[src/rtl/refresh_status_pkg.sv]
package refresh_status_pkg;
  localparam int WIDE_BASE   [6] = '{37, 69, 102, 133, 165, 197};
  localparam int WIDE_EXTRA  [6] = '{34, 66, 99, 130, 162, 194};
  localparam int NARROW_BASE [5] = '{24, 56, 88, 120, 152};
  localparam int NARROW_EXTRA[5] = '{21, 53, 85, 117, 149};
  localparam int WIDE_TAIL   = 210;
  localparam logic [3:0] VRAM_WR_CODE = 4'b0001;
endpackage

[src/rtl/rsg_pos_latch.sv]
module rsg_pos_latch #(
  parameter int FRAME_W   = 21,
  parameter int LINE_CLKS = 3420,
  parameter int LINE_W    = 9,
  localparam int LCYC_W   = $clog2(LINE_CLKS)
) (
  input  logic               clk_i,
  input  logic               rst_ni,
  input  logic [FRAME_W-1:0] frame_cyc_i,
  input  logic               wide_i,
  input  logic               pal_i,
  output logic [LINE_W-1:0]  line_o,
  output logic [LCYC_W-1:0]  lcyc_o,
  output logic               line_start_o,
  output logic               wide_q_o,
  output logic               pal_q_o
);
  logic [FRAME_W-1:0] quot, rem;

  assign quot         = frame_cyc_i / FRAME_W'(LINE_CLKS);
  assign rem          = frame_cyc_i % FRAME_W'(LINE_CLKS);
  assign line_o       = LINE_W'(quot);
  assign lcyc_o       = LCYC_W'(rem);
  assign line_start_o = (rem == '0);

  always_ff @(posedge clk_i or negedge rst_ni) begin
    if (!rst_ni) begin
      wide_q_o <= 1'b0;
      pal_q_o  <= 1'b0;
    end else if (line_start_o) begin
      wide_q_o <= wide_i;
      pal_q_o  <= pal_i;
    end
  end
endmodule

[src/rtl/rsg_refresh_match.sv]
module rsg_refresh_match
  import refresh_status_pkg::*;
#(
  parameter int SLOT_W = 8
) (
  input  logic [SLOT_W-1:0] slot_i,
  input  logic              wide_i,
  input  logic              dma_run_i,
  input  logic [3:0]        dma_code_i,
  output logic              refresh_o
);
  logic [5:0] wb_hit, wx_hit;
  logic [4:0] nb_hit, nx_hit;
  logic       dma_extra;

  for (genvar i = 0; i < 6; i++) begin : g_wide
    assign wb_hit[i] = (int'(slot_i) == WIDE_BASE[i]);
    assign wx_hit[i] = (int'(slot_i) == WIDE_EXTRA[i]);
  end
  for (genvar i = 0; i < 5; i++) begin : g_narrow
    assign nb_hit[i] = (int'(slot_i) == NARROW_BASE[i]);
    assign nx_hit[i] = (int'(slot_i) == NARROW_EXTRA[i]);
  end

  // extra blocking only for DMA targets other than video memory writes
  assign dma_extra = dma_run_i && (dma_code_i != VRAM_WR_CODE);

  always_comb begin
    if (wide_i)
      refresh_o = (|wb_hit) || (int'(slot_i) >= WIDE_TAIL) || (dma_extra && (|wx_hit));
    else
      refresh_o = (|nb_hit) || (dma_extra && (|nx_hit));
  end
endmodule

[src/rtl/rsg_status_bits.sv]
module rsg_status_bits #(
  parameter int FRAME_W        = 21,
  parameter int LINE_W         = 9,
  parameter int LCYC_W         = 12,
  parameter int ACT_NTSC       = 224,
  parameter int ACT_PAL        = 240,
  parameter int EARLY_WIDE     = 64,
  parameter int EARLY_NARROW   = 80,
  parameter int HB_END_WIDE    = 178,
  parameter int HB_END_NARROW  = 222
) (
  input  logic [FRAME_W-1:0] frame_cyc_i,
  input  logic [LINE_W-1:0]  line_i,
  input  logic [LCYC_W-1:0]  lcyc_i,
  input  logic               wide_q_i,
  input  logic               pal_q_i,
  input  logic               interlace_i,
  input  logic               odd_field_i,
  output logic               vblank_o,
  output logic               hblank_o,
  output logic               odd_o
);
  logic late_line, early_frame;

  assign late_line   = int'(line_i) >= (pal_q_i ? ACT_PAL : ACT_NTSC);
  assign early_frame = int'(frame_cyc_i) < (wide_q_i ? EARLY_WIDE : EARLY_NARROW);
  assign vblank_o    = late_line || early_frame;
  assign hblank_o    = int'(lcyc_i) < (wide_q_i ? HB_END_WIDE : HB_END_NARROW);
  assign odd_o       = interlace_i && odd_field_i;
endmodule

[src/rtl/refresh_status_gen.sv]
module refresh_status_gen #(
  parameter int FRAME_W   = 21,
  parameter int SLOT_W    = 8,
  parameter int LINE_CLKS = 3420,
  parameter int LINE_W    = 9
) (
  input  logic               clk_i,
  input  logic               rst_ni,
  input  logic [FRAME_W-1:0] frame_cyc_i,
  input  logic [SLOT_W-1:0]  slot_i,
  input  logic               wide_i,
  input  logic               pal_i,
  input  logic               interlace_i,
  input  logic               odd_field_i,
  input  logic               dma_run_i,
  input  logic [3:0]         dma_code_i,
  output logic               refresh_o,
  output logic               vblank_o,
  output logic               hblank_o,
  output logic               odd_o
);
  localparam int LCYC_W = $clog2(LINE_CLKS);

  logic [LINE_W-1:0] line;
  logic [LCYC_W-1:0] lcyc;
  logic              line_start, wide_q, pal_q;

  rsg_pos_latch #(.FRAME_W(FRAME_W), .LINE_CLKS(LINE_CLKS), .LINE_W(LINE_W)) u_pos (
    .clk_i, .rst_ni, .frame_cyc_i, .wide_i, .pal_i,
    .line_o(line), .lcyc_o(lcyc), .line_start_o(line_start),
    .wide_q_o(wide_q), .pal_q_o(pal_q)
  );

  rsg_refresh_match #(.SLOT_W(SLOT_W)) u_match (
    .slot_i, .wide_i(wide_q), .dma_run_i, .dma_code_i, .refresh_o
  );

  rsg_status_bits #(.FRAME_W(FRAME_W), .LINE_W(LINE_W), .LCYC_W(LCYC_W)) u_stat (
    .frame_cyc_i, .line_i(line), .lcyc_i(lcyc), .wide_q_i(wide_q), .pal_q_i(pal_q),
    .interlace_i, .odd_field_i, .vblank_o, .hblank_o, .odd_o
  );
endmodule

[config.mk]
export PLATFORM = sky130hd
export DESIGN_NAME = refresh_status_gen
export DESIGN_NICKNAME = d
export VERILOG_FILES = /design/src/rtl/refresh_status_pkg.sv /design/src/rtl/rsg_pos_latch.sv /design/src/rtl/rsg_refresh_match.sv /design/src/rtl/rsg_status_bits.sv /design/src/rtl/refresh_status_gen.sv
export SDC_FILE = /design/constraint.sdc
export NUM_CORES = 1
export LEC_CHECK = 0
export BUFFER_PORTS_ARGS = -buffer_cell sky130_fd_sc_hd__buf_2
export CORE_ASPECT_RATIO = 0.5
export CORE_MARGIN = 8
export CORE_UTILIZATION = 30
export CTS_CLUSTER_SIZE = 16
export DETAILED_ROUTE_END_ITERATION = 16
export SLEW_MARGIN = 10
export SYNTH_ARGS = -nofsm -noshare
export SYNTH_HDL_FRONTEND = slang
export SYNTH_SLANG_ARGS = --single-unit
[constraint.sdc]
create_clock -name clk_i -period 20 [get_ports clk_i]
set_input_delay 1 -clock clk_i [delete_from_list [all_inputs] [get_ports clk_i]]
set_output_delay 1 -clock clk_i [all_outputs]
set_load 0.02 [all_outputs]
Yosys cells after proc, flatten, opt, wreduce, memory -nomap -nowiden
Index checks and enable logic that the tools add are counted.
W data, S select, Z words.
{"block": "totals", "ff_bits": 2, "input_bits": 40, "out_inout_bits": 4, "elab_cells": 48}
{"block": "op_classes", "div": 2, "magnitude_cmp": 4, "n_eq_ne": 23, "muxes": 4, "reduce_logical": 13}
{"cell": "$eq A8 B8 Y1 const B", "n": 14}
{"cell": "$eq A8 B7 Y1 const B", "n": 6}
{"cell": "$ge A10 B32 Y1", "n": 1}
{"cell": "$lt A13 B32 Y1", "n": 1}
{"cell": "$lt A22 B32 Y1", "n": 1}
{"cell": "$div A21 B12 Y21 const B", "n": 1}
{"cell": "$logic_not A21 Y1", "n": 1}
{"cell": "$mod A21 B12 Y21 const B", "n": 1}
{"cell": "$eq A8 B6 Y1 const B", "n": 2}
{"cell": "$reduce_or A6 Y1", "n": 2}
{"cell": "$mux W5", "n": 2}
{"cell": "$reduce_or A5 Y1", "n": 2}
{"cell": "$ge A8 B8 Y1 const B", "n": 1}
{"cell": "$mux W7", "n": 1}
{"cell": "$logic_and A1 B1 Y1", "n": 4}
{"cell": "$logic_or A1 B1 Y1", "n": 4}
{"cell": "$ne A4 B1 Y1 const B", "n": 1}
{"cell": "$mux W1", "n": 1}

Longest topological paths before layout
{"block": "depth", "word_depth": 5, "mapped_depth": 47, "mapped_depth_nobuf": 39}

By module
A second synthesis with hierarchy kept.
{"block": "unflattened", "cells_unflattened": 739, "area_unflattened_um2": 5451.5}
{"module": "rsg_pos_latch", "n_inst": 1, "cells_per_inst": 693, "area_each_um2": 5089.9, "seq_area_each_um2": 50.0}
{"module": "rsg_status_bits", "n_inst": 1, "cells_per_inst": 25, "area_each_um2": 207.7, "seq_area_each_um2": 0.0}
{"module": "rsg_refresh_match", "n_inst": 1, "cells_per_inst": 21, "area_each_um2": 153.9, "seq_area_each_um2": 0.0}

Least setup slack after synthesis
No wires, ideal clock.
{"block": "synth_timing", "path_kind": "input -> output", "start": "input frame_cyc_i[20]", "end": "output hblank_o", "arrival_ns": 9.928, "t_required_ns": 19.000, "setup_slack_ns": 9.072, "path_stages": 42, "path_buffers": 3, "path_cell_list": "buf_4 -> o211ai_1 -> a211oi_4 -> mux2i_1 -> a21bo_2 -> a221oi_4 -> xnor2_2 -> o2111ai_2 -> a31o_1 -> and2_1 -> buf_4 -> and4_4 -> o21ai_2 -> a211oi_2 -> a211o_2 -> a211o_1 -> xor2_2 -> a211oi_2 -> [... 6 more ...] -> o2111ai_1 -> a211oi_1 -> o211ai_2 -> a211o_1 -> buf_4 -> xnor2_2 -> o22ai_2 -> a21o_1 -> a21oi_2 -> o22ai_2 -> xor2_1 -> ha_1 -> a21oi_1 -> nor2b_1 -> o21ai_0 -> o21bai_1 -> a21oi_1 -> o21a_1"}
{"block": "synth_between", "elab_chain_cells": 2}
{"item": "start: declaration", "line_no": "refresh_status_gen.sv:9", "rtl": "input logic [FRAME_W-1:0] frame_cyc_i,"}
{"item": "$mod A21 B12 Y21", "line_no": "rsg_pos_latch.sv:21", "rtl": "assign rem = frame_cyc_i % FRAME_W'(LINE_CLKS);"}
{"item": "$lt A13 B32 Y1", "line_no": "rsg_status_bits.sv:28", "rtl": "assign hblank_o = int'(lcyc_i) < (wide_q_i ? HB_END_WIDE : HB_END_NARROW);"}
{"item": "end: declaration", "line_no": "refresh_status_gen.sv:19", "rtl": "output logic hblank_o,"}
Every way passes these cells.

Worst setup path in the final report
{"block": "layout_timing", "start": "input frame_cyc_i[18]", "end": "output hblank_o"}
The elaborated chain is that of the path after synthesis.

==> flow_results.xml <==
<?xml version="1.0" encoding="UTF-8"?>
<metrics>
  <group name="global_route">
    <metric name="met2_resource_use_gr" unit="%">23.26</metric>
    <metric name="globalRoute.busiestLayer" unit="">met2</metric>
    <metric name="via_count_of_the_first_global_routing_pass" unit="">5289</metric>
    <metric name="gr-total-overflow" unit="">0</metric>
    <metric name="globalRouteTotalUtil" unit="%">13.48</metric>
    <metric name="antenna_found_initial" unit="">0</metric>
    <metric name="grtUsageMet1" unit="%">18.05</metric>
    <metric name="grt_pass1_wl" unit="mm">25.22</metric>
    <metric name="grt_start_max_net_pins" unit="">19</metric>
    <metric name="grt.met3_usage" unit="%">0.9378</metric>
  </group>
  <group name="synth">
    <metric name="async_flop_share" unit="%">100.0</metric>
    <metric name="avgSynthCellArea" unit="um2">7.077</metric>
    <metric name="dominantRegCellSynth" unit="">sky130_fd_sc_hd__dfrtp_1</metric>
    <metric name="post_synth_edffs" unit="">0</metric>
    <metric name="yosysSeqAreaShare" unit="%">1.009</metric>
    <metric name="yosysWarningCount" unit="">0</metric>
    <metric name="syn-num-nets" unit="">746</metric>
    <metric name="post_synth_instance_area" unit="mm2">0.004961</metric>
    <metric name="synth_cells" unit="">701</metric>
    <metric name="unique_cell_type_count_in_the_yosys_netlist" unit="">122</metric>
    <metric name="postSynthRegisterBits" unit="">2</metric>
  </group>
  <group name="cts">
    <metric name="h-tree-depth" unit="">1</metric>
    <metric name="clk_pin_slew_worst_paths" unit="ns">0.03</metric>
    <metric name="root_buffer" unit="">sky130_fd_sc_hd__clkbuf_16</metric>
    <metric name="postCtsResizedCells" unit="">0</metric>
    <metric name="postCtsHoldBufs" unit="">0</metric>
    <metric name="worst_skew_pair.late_latency" unit="ns">0.22</metric>
    <metric name="post_cts.repair.setup_buffers" unit="">0</metric>
    <metric name="tritoncts.num_buffers" unit="">3</metric>
    <metric name="max-clock-path-buffers" unit="">2</metric>
    <metric name="tritoncts" unit="">done</metric>
    <metric name="cts.sinks" unit="">2</metric>
  </group>
  <group name="sta">
    <metric name="achievable-frequency" unit="MHz">73.90</metric>
    <metric name="setup-tns-final" unit="ns">0</metric>
    <metric name="timing.slew.headroom" unit="%">25.06</metric>
    <metric name="timing.final.ws_setup" unit="ns">6.469</metric>
    <metric name="rsz_0062_raised_after_global_routing" unit="">false</metric>
    <metric name="tightest_slew" unit="ns">1.093</metric>
    <metric name="fin_crit_sh" unit="%">67.65</metric>
    <metric name="min_period" unit="ns">13.53</metric>
    <metric name="final-max-slew-violation-count" unit="">0</metric>
    <metric name="report.final.setup_viol" unit="">0</metric>
    <metric name="count_of_final_hold_check_violations" unit="">0</metric>
    <metric name="fin_skew" unit="ns">0</metric>
  </group>
  <group name="layout">
    <metric name="diodes" unit="">0</metric>
    <metric name="register_area" unit="um2">50.05</metric>
    <metric name="layout.nets" unit="">762</metric>
    <metric name="nFillCells" unit="">1742</metric>
    <metric name="area_growth" unit="%">8.399</metric>
    <metric name="final_cell_area" unit="mm2">0.005378</metric>
    <metric name="layout.cells.most_common_list" unit="">67 x sky130_fd_sc_hd__nand2_1, 56 x sky130_fd_sc_hd__nor2_1, 43 x sky130_fd_sc_hd__a21oi_1, 43 x sky130_fd_sc_hd__buf_2, 32 x sky130_fd_sc_hd__o21ai_0</metric>
    <metric name="most_frequent_standard_cell_in_the_layout_excluding_fill_and_tap_cells" unit="">sky130_fd_sc_hd__nand2_1</metric>
    <metric name="multi_input_area" unit="mm2">0.004674</metric>
    <metric name="drive_above_1_share" unit="%">18.74</metric>
  </group>
  <group name="placed_design">
    <metric name="post-dp-hpwl" unit="mm">12.06</metric>
    <metric name="placement.io_buffers" unit="">43</metric>
    <metric name="replace_congestion" unit="">0.9150</metric>
    <metric name="detailedPlace.worstSlack" unit="ns">6.717</metric>
    <metric name="placement.cell_area" unit="mm2">0.005303</metric>
  </group>
  <group name="worst_hold_path">
    <metric name="hold_path_cell_cnt" unit="">1</metric>
    <metric name="min_path_type" unit="">reg -&gt; reg</metric>
  </group>
  <group name="floorplanning">
    <metric name="die_area" unit="mm2">0.02116</metric>
    <metric name="num_rows" unit="">33</metric>
    <metric name="starting_density_of_the_core" unit="%">30.50</metric>
    <metric name="core" unit="mm2">0.01627</metric>
    <metric name="die_w" unit="um">197.9</metric>
    <metric name="die_height" unit="um">106.9</metric>
    <metric name="io_pins" unit="">44</metric>
  </group>
  <group name="worst_setup_path">
    <metric name="cp-end-kind" unit="">output port</metric>
    <metric name="timing_worst_setup_path_type" unit="">in -&gt; out</metric>
    <metric name="critPathSlowestCell" unit="">sky130_fd_sc_hd__mux2i_1</metric>
    <metric name="critical_path.startpoint_type" unit="">input port</metric>
    <metric name="critical_path.most_common_cell" unit="">sky130_fd_sc_hd__a21oi_1</metric>
    <metric name="critPathMaxStageDelay" unit="ns">0.93</metric>
    <metric name="rr_worst_depth" unit="">1</metric>
    <metric name="crit_arrival" unit="ns">12.53</metric>
    <metric name="critPathRequiredTime" unit="ns">19.00</metric>
    <metric name="critical_path.max_fanout" unit="">14</metric>
  </group>
  <group name="detailed_routing">
    <metric name="drt_pre_antenna_iters" unit="">5</metric>
    <metric name="totalWireLength" unit="mm">15.18</metric>
    <metric name="post_route_ant_nets" unit="">0</metric>
    <metric name="post_drt_wl_per_cell" unit="um">16.11</metric>
    <metric name="via_density_per_instance" unit="">6.059</metric>
    <metric name="initialDrtViolationCount" unit="">390</metric>
    <metric name="vias" unit="">5708</metric>
    <metric name="drt_drc_violations_left" unit="">0</metric>
  </group>
  <group name="run_status">
    <metric name="status" unit="">complete, no violations</metric>
  </group>
  <group name="flow_run">
    <metric name="max_cap_violations" unit="">0</metric>
  </group>
</metrics>
[worst max-delay path, delay by kind of cell]
kind,cells,cell delay (ns)
compound gates,28,7.48
mux,2,1.37
simple gates,5,1.14
xor+xnor,3,0.85
buf+inv,2,0.39
fa+ha+maj,1,0.26
[worst paths after layout]
check                                            from                          to  slack, ns
max in group asynchronous                      rst_ni   u_pos.pal_q_o$_DFFE_PN0N_      19.34
min                         u_pos.pal_q_o$_DFFE_PN0N_   u_pos.pal_q_o$_DFFE_PN0N_       0.51
min in group asynchronous                      rst_ni  u_pos.wide_q_o$_DFFE_PN0N_       0.56
max                                   frame_cyc_i[18]                    hblank_o       6.47
min reg2reg                 u_pos.pal_q_o$_DFFE_PN0N_   u_pos.pal_q_o$_DFFE_PN0N_       0.51
max reg2reg                u_pos.wide_q_o$_DFFE_PN0N_  u_pos.wide_q_o$_DFFE_PN0N_      19.07
[metrics by stage]
stage | cells | util [%] | hold slack (ns)
2_1_floorplan | 701 | - | 0.4710
3_3_place_gp | 939 | 32.60 | 0.4879
3_5_place_dp | 939 | 32.60 | 0.5106
4_1_cts | 942 | 33.06 | 0.5165
5_1_grt | 942 | 33.06 | 0.5318
6_report | 942 | 33.06 | 0.5113
[synth_stat cells (all sizes together), types with 11 or more instances]
cell / count / area share, %
a211oi: 20 / 4.3
o211ai: 17 / 2.8
nand3: 29 / 3.3
nor3: 26 / 2.7
clkbuf: 16 / 1.2
xnor2: 28 / 5.7
a21oi: 47 / 5.2
a21o: 11 / 1.7
buf: 17 / 2.1
o31ai: 11 / 1.8
nor2: 58 / 4.5
nand2: 71 / 5.6
xor2: 13 / 2.7
inv: 19 / 1.4
o21ai: 49 / 5.1
and2: 17 / 2.3
a31oi: 24 / 3.6
[registers in the layout, summed over array words and instances (netlist names)]
signal	flops
u_pos.pal_q_o	1
u_pos.wide_q_o	1
[metal layers]
metal / wire length, um / part of all wire, %
met2: 7254 / 48
met1: 7042 / 46
met4: 212 / 1.4
met5: 0 / 0
met3: 665 / 4.4
[kinds of logic (layout without fill, tap and decap cells)]
kind of cell	Yosys count	in the layout	synth area share, %
simple gates	270	270	28.35
buf+inv	52	66	4.767
xor+xnor	41	41	8.449
compound gates	311	311	51.98
flops	2	2	1.009
fa+ha+maj	9	9	2.068
mux	16	16	3.380
[cell type report]
cell class / instances / area share [%]
well taps: 227 / 5.282
multi-input cells: 647 / 86.92
inverters: 19 / 1.326
clock buffers: 3 / 1.396
flip-flops and latches: 2 / 0.9307
repair buffers: 44 / 4.141
Power is left out: the tool's default activity adds up to more than one toggle a clock period on the data nets, which glitch-free logic cannot reach.
